===== config.mk =====
export PLATFORM = sky130hd
export DESIGN_NAME = tcx_top
export DESIGN_NICKNAME = d
export VERILOG_FILES = /design/src/rtl/tcx_pkg.sv /design/src/rtl/tcx_rst_sync.sv /design/src/rtl/tcx_cfg.sv /design/src/rtl/tcx_core.sv /design/src/rtl/tcx_chan.sv /design/src/rtl/tcx_top.sv
export SDC_FILE = /design/constraint.sdc
export NUM_CORES = 1
export LEC_CHECK = 0
export BUFFER_PORTS_ARGS = -buffer_cell sky130_fd_sc_hd__buf_2
export CELL_PAD_IN_SITES_DETAIL_PLACEMENT = 0
export CELL_PAD_IN_SITES_GLOBAL_PLACEMENT = 2
export CORE_MARGIN = 1
export CORE_UTILIZATION = 38
export DETAILED_ROUTE_END_ITERATION = 6
export GPL_TIMING_DRIVEN = 0
export PLACE_DENSITY_LB_ADDON = 0.15
export SLEW_MARGIN = 10
export SYNTH_ARGS = -nofsm -noshare
export SYNTH_HDL_FRONTEND = slang
export SYNTH_SLANG_ARGS = --single-unit

===== constraint.sdc =====
create_clock -name clk -period 4.75 [get_ports clk]
set_input_delay 0.2375 -clock clk [delete_from_list [all_inputs] [get_ports clk]]
set_output_delay 0.2375 -clock clk [all_outputs]
set_load 0.01 [all_outputs]

===== src/rtl/tcx_pkg.sv =====
package tcx_pkg;
  localparam int unsigned ADDR_W = 3;

  localparam logic [ADDR_W-1:0] A_CTRL  = 3'd0;
  localparam logic [ADDR_W-1:0] A_WAVE  = 3'd1;
  localparam logic [ADDR_W-1:0] A_DRV   = 3'd2;
  localparam logic [ADDR_W-1:0] A_EVT   = 3'd3;
  localparam logic [ADDR_W-1:0] A_OPT   = 3'd4;
  localparam logic [ADDR_W-1:0] A_COUNT = 3'd5;
  localparam logic [ADDR_W-1:0] A_CC0   = 3'd6;

  typedef enum logic [1:0] {W16 = 2'd0, W8 = 2'd1, W32 = 2'd2, W16B = 2'd3} width_e;
  typedef enum logic [1:0] {RS_CLK = 2'd0, RS_TICK = 2'd1, RS_RESYNC = 2'd2, RS_CLKB = 2'd3} rsync_e;
  typedef enum logic [1:0] {WG_TOGGLE = 2'd0, WG_PWM = 2'd1, WG_LOWA = 2'd2, WG_LOWB = 2'd3} wgen_e;

  // divider select -> log2 of ratio
  function automatic logic [3:0] psel_shift(input logic [2:0] sel);
    logic [3:0] s;
    case (sel)
      3'd0: s = 4'd0;
      3'd1: s = 4'd1;
      3'd2: s = 4'd2;
      3'd3: s = 4'd3;
      3'd4: s = 4'd4;
      3'd5: s = 4'd6;
      3'd6: s = 4'd8;
      default: s = 4'd10;
    endcase
    return s;
  endfunction
endpackage


===== src/rtl/tcx_rst_sync.sv =====
module tcx_rst_sync (
  input  logic clk_i,
  input  logic rst_ni,
  output logic rst_no
);
  logic [1:0] sync_q;

  always_ff @(posedge clk_i or negedge rst_ni) begin
    if (!rst_ni) sync_q <= 2'b00;
    else         sync_q <= {sync_q[0], 1'b1};
  end

  assign rst_no = sync_q[1];
endmodule


===== src/rtl/tcx_cfg.sv =====
module tcx_cfg
  import tcx_pkg::*;
#(
  parameter  int unsigned CH = 2,
  localparam int unsigned WI = 9 + CH,
  localparam int unsigned PB = WI - 2
) (
  input  logic              clk_i,
  input  logic              rst_ni,
  input  logic              wr_i,
  input  logic [ADDR_W-1:0] addr_i,
  input  logic [WI-1:0]     wd_i,
  output logic              en_o,
  output width_e            mode_o,
  output logic [2:0]        psel_o,
  output rsync_e            rsync_o,
  output logic [CH-1:0]     capen_o,
  output wgen_e             wgen_o,
  output logic [CH-1:0]     inven_o,
  output logic              evgate_o,
  output logic              oneshot_o,
  output logic              down_o,
  output logic              srst_o
);
  logic          en_q, en_d;
  logic [PB-1:0] prot_q, prot_d;
  logic [1:0]    wgen_q, wgen_d;
  logic [CH-1:0] inven_q, inven_d;
  logic          evg_q, evg_d;
  logic          oneshot_q, oneshot_d;
  logic          down_q, down_d;
  logic          unlocked;

  assign unlocked = !en_q;
  assign srst_o   = wr_i && (addr_i == A_CTRL) && wd_i[1];

  always_comb begin
    en_d      = en_q;
    prot_d    = prot_q;
    wgen_d    = wgen_q;
    inven_d   = inven_q;
    evg_d     = evg_q;
    oneshot_d = oneshot_q;
    down_d    = down_q;
    if (wr_i) begin
      case (addr_i)
        A_CTRL: begin
          en_d = wd_i[0];
          if (unlocked) prot_d = wd_i[WI-1:2];
        end
        A_WAVE: if (unlocked) wgen_d  = wd_i[1:0];
        A_DRV:  if (unlocked) inven_d = wd_i[CH-1:0];
        A_EVT:  if (unlocked) evg_d   = wd_i[0];
        A_OPT: begin
          oneshot_d = wd_i[0];
          down_d    = wd_i[1];
        end
        default: ;
      endcase
    end
    if (srst_o) begin
      en_d      = 1'b0;
      prot_d    = '0;
      wgen_d    = '0;
      inven_d   = '0;
      evg_d     = 1'b0;
      oneshot_d = 1'b0;
      down_d    = 1'b0;
    end
  end

  always_ff @(posedge clk_i or negedge rst_ni) begin
    if (!rst_ni) begin
      en_q      <= 1'b0;
      prot_q    <= '0;
      wgen_q    <= '0;
      inven_q   <= '0;
      evg_q     <= 1'b0;
      oneshot_q <= 1'b0;
      down_q    <= 1'b0;
    end else begin
      en_q      <= en_d;
      prot_q    <= prot_d;
      wgen_q    <= wgen_d;
      inven_q   <= inven_d;
      evg_q     <= evg_d;
      oneshot_q <= oneshot_d;
      down_q    <= down_d;
    end
  end

  assign en_o      = en_q;
  assign mode_o    = width_e'(prot_q[1:0]);
  assign psel_o    = prot_q[4:2];
  assign rsync_o   = rsync_e'(prot_q[6:5]);
  assign capen_o   = prot_q[7 +: CH];
  assign wgen_o    = wgen_e'(wgen_q);
  assign inven_o   = inven_q;
  assign evgate_o  = evg_q;
  assign oneshot_o = oneshot_q;
  assign down_o    = down_q;


  ctrl_lock_chk: assert property (@(posedge clk_i) disable iff (!rst_ni)
    (en_q && !srst_o) |=> $stable(prot_q));


  side_lock_chk: assert property (@(posedge clk_i) disable iff (!rst_ni)
    (en_q && !srst_o) |=> ($stable(wgen_q) && $stable(inven_q) && $stable(evg_q)));


  soft_rst_chk: assert property (@(posedge clk_i) disable iff (!rst_ni)
    srst_o |=> (!en_q && prot_q == '0 && wgen_q == '0 && !oneshot_q && !down_q));
endmodule


===== src/rtl/tcx_core.sv =====
module tcx_core
  import tcx_pkg::*;
#(
  parameter  int unsigned DW = 32,
  localparam int unsigned PW = 10
) (
  input  logic          clk_i,
  input  logic          rst_ni,
  input  logic          srst_i,
  input  logic          en_i,
  input  width_e        mode_i,
  input  logic [2:0]    psel_i,
  input  rsync_e        rsync_i,
  input  logic          evgate_i,
  input  logic          evt_i,
  input  logic          oneshot_i,
  input  logic          down_i,
  output logic [DW-1:0] count_o,
  output logic          run_o,
  output logic          load_o,
  output logic          step_o,
  output logic          stopped_o
);
  logic [DW-1:0] count_q, count_d;
  logic [PW-1:0] pcnt_q, pcnt_d;
  logic          en_d_q, en_d_d;
  logic          stop_q, stop_d;
  logic [DW-1:0] top_w, start_w, term_w;
  logic [PW-1:0] div_m1;
  logic          tick_w, run_w, load_w, at_term, adv_w, imm_w;

  always_comb begin
    case (mode_i)
      W8:      top_w = {DW{1'b1}} >> (DW - 8);
      W32:     top_w = {DW{1'b1}};
      default: top_w = {DW{1'b1}} >> (DW - 16);
    endcase
  end

  assign start_w = down_i ? top_w : '0;
  assign term_w  = down_i ? '0 : top_w;
  assign div_m1  = (PW'(1) << psel_shift(psel_i)) - PW'(1);
  assign tick_w  = (pcnt_q == div_m1);
  assign run_w   = en_i && en_d_q;
  assign load_w  = en_i && !en_d_q;
  assign at_term = run_w && !stop_q && (count_q == term_w);
  assign adv_w   = run_w && !stop_q && tick_w && (!evgate_i || evt_i);
  assign imm_w   = (rsync_i != RS_TICK);

  always_comb begin
    en_d_d  = en_i;
    count_d = count_q;
    pcnt_d  = pcnt_q;
    stop_d  = stop_q;
    if (load_w) begin
      count_d = start_w;
      pcnt_d  = '0;
      stop_d  = 1'b0;
    end else if (run_w) begin
      pcnt_d = tick_w ? '0 : pcnt_q + PW'(1);
      if (at_term && imm_w) begin
        count_d = start_w;
        stop_d  = oneshot_i;
        if (rsync_i == RS_RESYNC) pcnt_d = '0;
      end else if (adv_w) begin
        if (at_term) begin
          count_d = start_w;
          stop_d  = oneshot_i;
        end else begin
          count_d = down_i ? count_q - DW'(1) : count_q + DW'(1);
        end
      end
    end
    if (srst_i) begin
      en_d_d  = 1'b0;
      count_d = '0;
      pcnt_d  = '0;
      stop_d  = 1'b0;
    end
  end

  always_ff @(posedge clk_i or negedge rst_ni) begin
    if (!rst_ni) begin
      en_d_q  <= 1'b0;
      count_q <= '0;
      pcnt_q  <= '0;
      stop_q  <= 1'b0;
    end else begin
      en_d_q  <= en_d_d;
      count_q <= count_d;
      pcnt_q  <= pcnt_d;
      stop_q  <= stop_d;
    end
  end

  assign count_o   = count_q;
  assign run_o     = run_w;
  assign load_o    = load_w;
  assign step_o    = adv_w && !(at_term && imm_w);
  assign stopped_o = stop_q;


  width_chk: assert property (@(posedge clk_i) disable iff (!rst_ni)
    run_w |-> ((count_q & ~top_w) == '0));


  halt_chk: assert property (@(posedge clk_i) disable iff (!rst_ni)
    (run_w && stop_q && !srst_i) |=> $stable(count_q));
endmodule


===== src/rtl/tcx_chan.sv =====
module tcx_chan
  import tcx_pkg::*;
#(
  parameter int unsigned DW = 32
) (
  input  logic          clk_i,
  input  logic          rst_ni,
  input  logic          srst_i,
  input  logic          cc_wr_i,
  input  logic [DW-1:0] cc_wd_i,
  input  logic          capen_i,
  input  logic          inven_i,
  input  wgen_e         wgen_i,
  input  logic          run_i,
  input  logic          load_i,
  input  logic          step_i,
  input  logic [DW-1:0] count_i,
  input  logic          pin_i,
  output logic [DW-1:0] cc_o,
  output logic          wave_o
);
  logic [DW-1:0] cc_q, cc_d;
  logic          lvl_q, lvl_w, rise_w;
  logic          tog_q, tog_d;
  logic          raw_w;

  assign lvl_w  = pin_i ^ inven_i;
  assign rise_w = lvl_w && !lvl_q;

  always_comb begin
    cc_d  = cc_q;
    tog_d = tog_q;
    if (cc_wr_i)                        cc_d = cc_wd_i;
    else if (capen_i && run_i && rise_w) cc_d = count_i;
    if (load_i)                                             tog_d = 1'b0;
    else if (step_i && !capen_i && (count_i == cc_q))       tog_d = !tog_q;
    if (srst_i) begin
      cc_d  = '0;
      tog_d = 1'b0;
    end
  end

  always_ff @(posedge clk_i or negedge rst_ni) begin
    if (!rst_ni) begin
      cc_q  <= '0;
      tog_q <= 1'b0;
      lvl_q <= 1'b0;
    end else begin
      cc_q  <= cc_d;
      tog_q <= tog_d;
      lvl_q <= lvl_w;
    end
  end

  always_comb begin
    if (capen_i) raw_w = 1'b0;
    else begin
      case (wgen_i)
        WG_TOGGLE: raw_w = tog_q;
        WG_PWM:    raw_w = (count_i < cc_q);
        default:   raw_w = 1'b0;
      endcase
    end
  end

  assign wave_o = raw_w ^ inven_i;
  assign cc_o   = cc_q;


  cap_take_chk: assert property (@(posedge clk_i) disable iff (!rst_ni)
    (capen_i && run_i && rise_w && !cc_wr_i && !srst_i) |=> (cc_q == $past(count_i)));
endmodule


===== src/rtl/tcx_top.sv =====
module tcx_top
  import tcx_pkg::*;
#(
  parameter int unsigned CH = 2,
  parameter int unsigned DW = 32
) (
  input  logic              clk,
  input  logic              rst_n,
  input  logic              reg_wr,
  input  logic [ADDR_W-1:0] reg_addr,
  input  logic [31:0]       reg_wdata,
  output logic [31:0]       reg_rdata,
  input  logic              evt_in,
  input  logic [CH-1:0]     cap_in,
  output logic [CH-1:0]     wave_out
);
  localparam int unsigned WI = 9 + CH;

  logic          rst_sn;
  logic          en_w, evg_w, one_w, down_w, srst_w;
  width_e        mode_w;
  logic [2:0]    psel_w;
  rsync_e        rsync_w;
  logic [CH-1:0] capen_w, inven_w;
  wgen_e         wgen_w;
  logic [DW-1:0] count_w;
  logic          run_w, load_w, step_w, stop_w;
  logic [DW-1:0] cc_w [CH];

  tcx_rst_sync u_rst (
    .clk_i (clk),
    .rst_ni(rst_n),
    .rst_no(rst_sn)
  );

  tcx_cfg #(.CH(CH)) u_cfg (
    .clk_i    (clk),
    .rst_ni   (rst_sn),
    .wr_i     (reg_wr),
    .addr_i   (reg_addr),
    .wd_i     (reg_wdata[WI-1:0]),
    .en_o     (en_w),
    .mode_o   (mode_w),
    .psel_o   (psel_w),
    .rsync_o  (rsync_w),
    .capen_o  (capen_w),
    .wgen_o   (wgen_w),
    .inven_o  (inven_w),
    .evgate_o (evg_w),
    .oneshot_o(one_w),
    .down_o   (down_w),
    .srst_o   (srst_w)
  );

  tcx_core #(.DW(DW)) u_core (
    .clk_i    (clk),
    .rst_ni   (rst_sn),
    .srst_i   (srst_w),
    .en_i     (en_w),
    .mode_i   (mode_w),
    .psel_i   (psel_w),
    .rsync_i  (rsync_w),
    .evgate_i (evg_w),
    .evt_i    (evt_in),
    .oneshot_i(one_w),
    .down_i   (down_w),
    .count_o  (count_w),
    .run_o    (run_w),
    .load_o   (load_w),
    .step_o   (step_w),
    .stopped_o(stop_w)
  );

  for (genvar g = 0; g < CH; g++) begin : g_chan
    tcx_chan #(.DW(DW)) u_chan (
      .clk_i  (clk),
      .rst_ni (rst_sn),
      .srst_i (srst_w),
      .cc_wr_i(reg_wr && (reg_addr == A_CC0 + ADDR_W'(g))),
      .cc_wd_i(reg_wdata[DW-1:0]),
      .capen_i(capen_w[g]),
      .inven_i(inven_w[g]),
      .wgen_i (wgen_w),
      .run_i  (run_w),
      .load_i (load_w),
      .step_i (step_w),
      .count_i(count_w),
      .pin_i  (cap_in[g]),
      .cc_o   (cc_w[g]),
      .wave_o (wave_out[g])
    );
  end

  always_comb begin
    reg_rdata = '0;
    case (reg_addr)
      A_CTRL:  reg_rdata = 32'({capen_w, rsync_w, psel_w, mode_w, 1'b0, en_w});
      A_WAVE:  reg_rdata = 32'(wgen_w);
      A_DRV:   reg_rdata = 32'(inven_w);
      A_EVT:   reg_rdata = 32'(evg_w);
      A_OPT:   reg_rdata = 32'({stop_w, 6'd0, down_w, one_w});
      A_COUNT: reg_rdata = 32'(count_w);
      default: begin
        for (int i = 0; i < CH; i++) begin
          if (reg_addr == A_CC0 + ADDR_W'(i)) reg_rdata = 32'(cc_w[i]);
        end
      end
    endcase
  end
endmodule


; ---- After elaboration in Yosys (flattened, before gate mapping)
; Index checks and enable logic that the tools add are counted.
[totals]
input_bits = 41
word_cells = 176
regBits = 131
out_inout_bits = 34
[classes]
magnitude_cmp = 2
add_sub_neg = 4
n_eq_ne = 23
bitwise_logic = 4
n_shift = 1
muxes = 67
reduce_logical = 57
[ops]
columns = operator, count
row1 = 32-bit two-way mux, 17
row2 = 32-bit one-hot mux with 6 select lines, 1
row3 = 32-bit equality test, 3
row4 = 32-bit less-than comparator, 2
row5 = 32-bit one-hot mux with 2 select lines, 1
row6 = 10-bit two-way mux, 6
row7 = 9-bit two-way mux, 4
row8 = "32-bit by 1-bit adder with 32-bit output, second input constant", 1
row9 = "32-bit by 1-bit subtractor with 32-bit output, second input constant", 1
row10 = 1-bit two-way mux, 28
row11 = 4-bit one-hot mux with 7 select lines, 1
row12 = 1-bit logical AND, 22
row13 = "3-bit equality test, second input constant", 7
row14 = 3-bit AND reduction, 5
row15 = 3-bit nonzero test, 5
row16 = 2-bit two-way mux, 7
row17 = "3-bit by 2-bit equality test with 1-bit output, second input constant", 4
row18 = 2-bit nonzero test, 6
row19 = "10-bit by 1-bit adder with 10-bit output, second input constant", 1
row20 = 10-bit equality test, 1
row21 = 1-bit zero test, 10
row22 = "1-bit by 4-bit << shifter with 10-bit output, first input constant", 1
row23 = "10-bit by 2-bit subtractor with 10-bit output, second input constant", 1
row24 = 4-bit nonzero test, 2
row25 = other kinds (10), 21

; ---- Depth between registers and ports, before layout
[logic_depth]
depth_word = 13
depth_mapped = 13
depth_no_buf = 11

; ---- Modules after synthesis
; A second synthesis with hierarchy kept.
[hier_totals]
cells_unflattened = 1363
area_unflattened_um2 = 11442.2
[modules_own_cells]
columns = mod, instances, cells_each, area_each_um2, seq_area_each_um2
row1 = tcx_chan, 2, 306, 2636.3, 850.8
row2 = tcx_core, 1, 554, 4321.6, 1101.1
row3 = tcx_top, 1, 128, 999.7, 0.0
row4 = tcx_cfg, 1, 66, 794.5, 425.4
row5 = tcx_rst_sync, 1, 3, 53.8, 50.0

; ---- Least setup slack after synthesis
; No wires, ideal clock.
[synth_path]
path_type = register to register
from = register u_cfg.down_q (netlist: u_cfg.down_o)
to = register u_core.count_q[30] (netlist: u_core.count_o[30])
n_path_buf = 0
setup_ps = 126
t_arrival_ps = 3306
t_required_ps = 4624
path_slack_ps = 1318
stages_incl_launch_ff = 11
synth_period_minus_slack_ps = 3432
path_cell_list = dfrtp_1 > ha_1 > and3_1 > a221oi_1 > o31a_1 > o21ai_0 > o21ai_0 > o311ai_0 > a21oi_1 > xnor2_1 > a221o_1
[synth_between]
elab_chain_len = 9
elab_cells_between_ends = 14
cone_classes = eq/ne (1) / mux (9) / reduce/logical (4)
[synth_rtl]
columns = item, line
row1 = from (decl), tcx_cfg.sv:31  ; logic down_q, down_d;
row2 = from (signal assigned), tcx_cfg.sv:88  ; down_q <= down_d;
row3 = 32-bit two-way mux, tcx_core.sv:41  ; assign term_w = down_i ? '0 : top_w;
row4 = 32-bit equality test, tcx_core.sv:46  ; assign at_term = run_w && !stop_q && (count_q == term_w);
row5 = 1-bit logical AND, tcx_core.sv:46
row6 = 32-bit two-way mux, tcx_core.sv:66  ; if (at_term) begin
row7 = 32-bit two-way mux, tcx_core.sv:65  ; end else if (adv_w) begin
row8 = 32-bit two-way mux, tcx_core.sv:61  ; if (at_term && imm_w) begin
row9 = 32-bit two-way mux, tcx_core.sv:59  ; end else if (run_w) begin
row10 = 32-bit two-way mux, tcx_core.sv:55  ; if (load_w) begin
row11 = 32-bit two-way mux, tcx_core.sv:74  ; if (srst_i) begin
row12 = to (signal assigned), tcx_core.sv:90  ; count_q <= count_d;
row13 = to (decl), tcx_core.sv:24  ; logic [DW-1:0] count_q, count_d;
; Parallel ways exist; a longest one is shown, timed or not. The select of a mux whose other input is x is not followed.
; A chain may end at the register's enable or synchronous reset.

; ---- Worst setup path after layout
; Same ends and word-level chain as after synthesis.

==> impl_metrics.yaml <==
yosys:
  ys_seq_area_frac: 0.309
  ys.warnings.count: 0
  synth_xor_area_frac: 0.0305
  synthFlopType: "dfrtp_1"
  syn-num-nets: 1412
  avgSynthCellArea_um2: 8.33
  synth_top_family_by_area: "compound AO/OA/AOI/OAI gates"
  async_flop_share: 1.00
  synthCells: 1274
  synth_mux_area_frac: 0.0726
  synth_fa_ha_area_frac: 0.115
  ys_seq_elements: 131
  synth.distinct_cells: 66
  yosys.area_share.simple: 0.166
  syn-cell-area_um2: 10600
  synth_compound_area_frac: 0.249
  synth_edf_count: 0
power:
  power_frac_seq: 0.322
  intPower_uw: 3840
  switching_share: 0.441
  cellLeakagePower_uw: 0.00589
  vdd_ir_drop_max_v: 0.000269
  report.power.total_uw: 6860
  switchingPower_uw: 3030
  comb_power_share: 0.459
  cellPowerDensity_nw_per_um2: 565
  p_clk_frac: 0.219
detailed_routing:
  drc_errors: 0
  wire_per_inst_um: 21.6
  final_antenna_net_count: 0
  via_per_inst: 5.69
  drtPass1Iterations: 5
  route.vias.total: 9964
  drtIter0Drc: 625
  finalWirelength_um: 37800
setup_path:
  cp.required_ns: 5.06
  timing.rr.start: "u_cfg.down_o"
  cp_top_family: "compound AO/OA/AOI/OAI gates"
  startpoint_type: "flip-flop"
  worstPathMaxFanout: 33
  cp.buffers_inverters: 0
  path_class: "reg2reg"
  path_cells: "ha_1 > and3_1 > a221oi_1 > o31a_1 > o21ai_0 > o21ai_0 > o311ai_0 > a21oi_1 > xnor2_1 > a221o_1"
  slowest_stage: "dfrtp_2"
  reg2reg_slack_ns: 0.71
  slowest_delay_ns: 0.86
  cp_data_arrival_time_ns: 4.34
  worstReg2RegEnd: "u_core.count_o[30]"
  worstSetupEndpointType: "flip-flop"
  rr_worst_depth: 10
  crit_top_cell: "o21ai_0"
layout:
  n_fill_cell: 2869
  utilization: 0.447
  area_growth_pct: 14.5
  drive_gt1_frac: 0.0856
  final_common_cell: "dfrtp_1"
  mostFrequentLayoutCells: "129 x dfrtp_1, 125 x nor2_1, 112 x o21ai_0, 96 x ha_1, 95 x nand2_1"
  fin_nets: 1504
sta:
  slew_violations: 0
  finClkSkew_ns: 0.0123
  finalHoldViolations: 0
  finalSetupViolCount: 0
  tightest_slew_ns: 0.992
  fin_crit_ns: 4.04
  maxSlewHeadroom: 0.339
  period_share: 0.850
  rsz0062_at_grt: "false"
  fmax_mhz: 248
cts:
  root_buffer: "clkbuf_16"
  clkSinkCount: 131
  cts_setup_buffers: 0
  cts-hold-fix-buffers: 1
  clock_latency_ns: 0.43
  clk_pin_slew_ns: 0.07
  htree_levels: 4
  numCtsBuffers: 17
  ctsResizeCount: 0
  clockBufferDepth: 2
  cts_tree: "done"
floorplanning:
  core_area_um2: 27200
  dieArea_um2: 28600
  initial_core_util: 0.390
  die_y_um: 169
  ios: 75
  row_count: 60
  die_w_um: 169
global_route:
  grt_max_degree: 53
  grt_pass1_vias: 9918
  grt_pass1_wl_um: 58900
  antenna_found_initial: 1
  grt.overflow.total: 0
  grt_use_total: 0.273
min_path:
  hold_depth: 2
  min_to: "g_chan[0].u_chan.lvl_q"
  hold_path.class: "in2reg"
  hold_start: "cap_in[0]"
flow_run:
  cap_violations: 0
placement:
  dpl.hpwl_um: 28000
  place_congestion: 0.894
  portBuffers: 70
outcome:
  status: "completed"
[through the flow]
step,cell area (um2),setup TNS (ns),setup slack [ns],hold WS [ns],cells
floorplan,10600,0,0.830,-0.0581,1274
global placement,11400,-153.96,-1.21,0.0224,1716
detailed placement,11500,0,0.638,0.0264,1718
CTS,12100,0,0.627,0.0145,1750
global route,12100,0,0.373,0.0175,1750
finish,12100,0,0.715,0.0250,1751
[registers in the layout, indices dropped and copies added, names as in the netlist]
signal	cells
u_cfg.evgate_o	1
u_cfg.down_o	1
g_chan.u_chan.lvl_q	2
u_cfg.wgen_o	2
u_cfg.en_o	1
u_cfg.prot_q	9
u_cfg.oneshot_o	1
u_core.pcnt_q	10
u_cfg.inven_o	2
g_chan.u_chan.tog_q	2
u_core.en_d_q	1
g_chan.u_chan.cc_o	64
u_core.count_o	32
u_core.stopped_o	1
u_rst.sync_q	2
[layout make-up]
class,instances,area [um2],share of cell area
multi-input combinational,986,6720,0.553
sequential,131,3280,0.270
tap,372,465,0.0383
clock buffer,17,425,0.0350
timing repair buffer,73,415,0.0342
buffer,79,320,0.0264
inverter,78,293,0.0241
clock inverter,14,225,0.0185
antenna,1,2.50,0.000206
[metal layers]
layer	wire length [um]	share of wire	track usage	up-vias
met4	836	0.022	0.0795	0
met3	1610	0.043	0.0400	47
met2	17100	0.45	0.442	238
li1	-	-	-	4860
met5	0	0	0	-
met1	18200	0.48	0.376	4819
[logic make-up (layout without fill, tap and decap cells)]
family | count (synthesis) | in the layout
other cells | 1 | 2
flops | 131 | 131
fa+ha+maj | 97 | 97
xor+xnor | 37 | 37
compound gates | 407 | 407
simple gates | 367 | 367
mux | 77 | 77
buf+inv | 157 | 261
[power by group through the flow]
stage	Clock [uW]	Sequential [uW]	Combinational, uW
3_3_place_gp	0	2220	3090
2_1_floorplan	0	1890	2440
6_report	1500	2210	3150
5_1_grt	1570	2270	3610
3_5_place_dp	0	2210	3140
4_1_cts	1520	2190	3150
[cells in the mapped netlist (3+ instances only)]
| cell | number | area, um2 |
|---|---|---|
| a31oi_1 | 10 | 62.6 |
| nor3_1 | 7 | 35.0 |
| a211o_1 | 4 | 35.0 |
| o31ai_1 | 6 | 45.0 |
| o211ai_1 | 7 | 52.6 |
| ha_1 | 96 | 1200 |
| dfrtp_1 | 131 | 3280 |
| nand2_1 | 95 | 357 |
| nor2_1 | 125 | 469 |
| nor2b_1 | 13 | 81.3 |
| o21bai_1 | 6 | 45.0 |
| o21ai_0 | 112 | 561 |
| a22oi_1 | 31 | 233 |
| or2_2 | 3 | 18.8 |
| a221o_1 | 8 | 80.1 |
| nand4b_1 | 4 | 35.0 |
| and3_1 | 15 | 93.8 |
| buf_1 | 11 | 41.3 |
| and2_1 | 7 | 43.8 |
| o22ai_1 | 10 | 62.6 |
| nor4b_1 | 8 | 70.1 |
| a21o_1 | 31 | 233 |
| a211oi_1 | 66 | 495 |
| nand4_1 | 24 | 150 |
| clkbuf_1 | 63 | 236 |
| or3_1 | 6 | 37.5 |
| inv_1 | 77 | 289 |
| o21a_1 | 3 | 22.5 |
| nand3_1 | 21 | 105 |
| xor2_1 | 13 | 114 |
| xnor2_1 | 24 | 210 |
| a21oi_1 | 79 | 395 |
| nor4_1 | 10 | 62.6 |
| or4_1 | 3 | 22.5 |
| mux2i_1 | 77 | 771 |
| a22o_1 | 14 | 123 |
| nand2b_1 | 17 | 106 |
[worst max-delay path by stage]
stage                                      endpoint            start  cells after the start  slack, ns
after global placement    g_chan[0].u_chan.cc_o[20]  u_rst.sync_q[1]                      0      -1.21
after CTS                        u_core.count_o[30]     u_cfg.down_o                     10       0.63
after floorplan            g_chan[0].u_chan.cc_o[0]  u_rst.sync_q[1]                      0       0.83
after detailed placement         u_core.count_o[30]     u_cfg.down_o                     10       0.64
final                            u_core.count_o[30]     u_cfg.down_o                     10       0.71
after global routing             u_core.count_o[30]     u_cfg.down_o                     10       0.37
(Power assumes the default switching activity.)
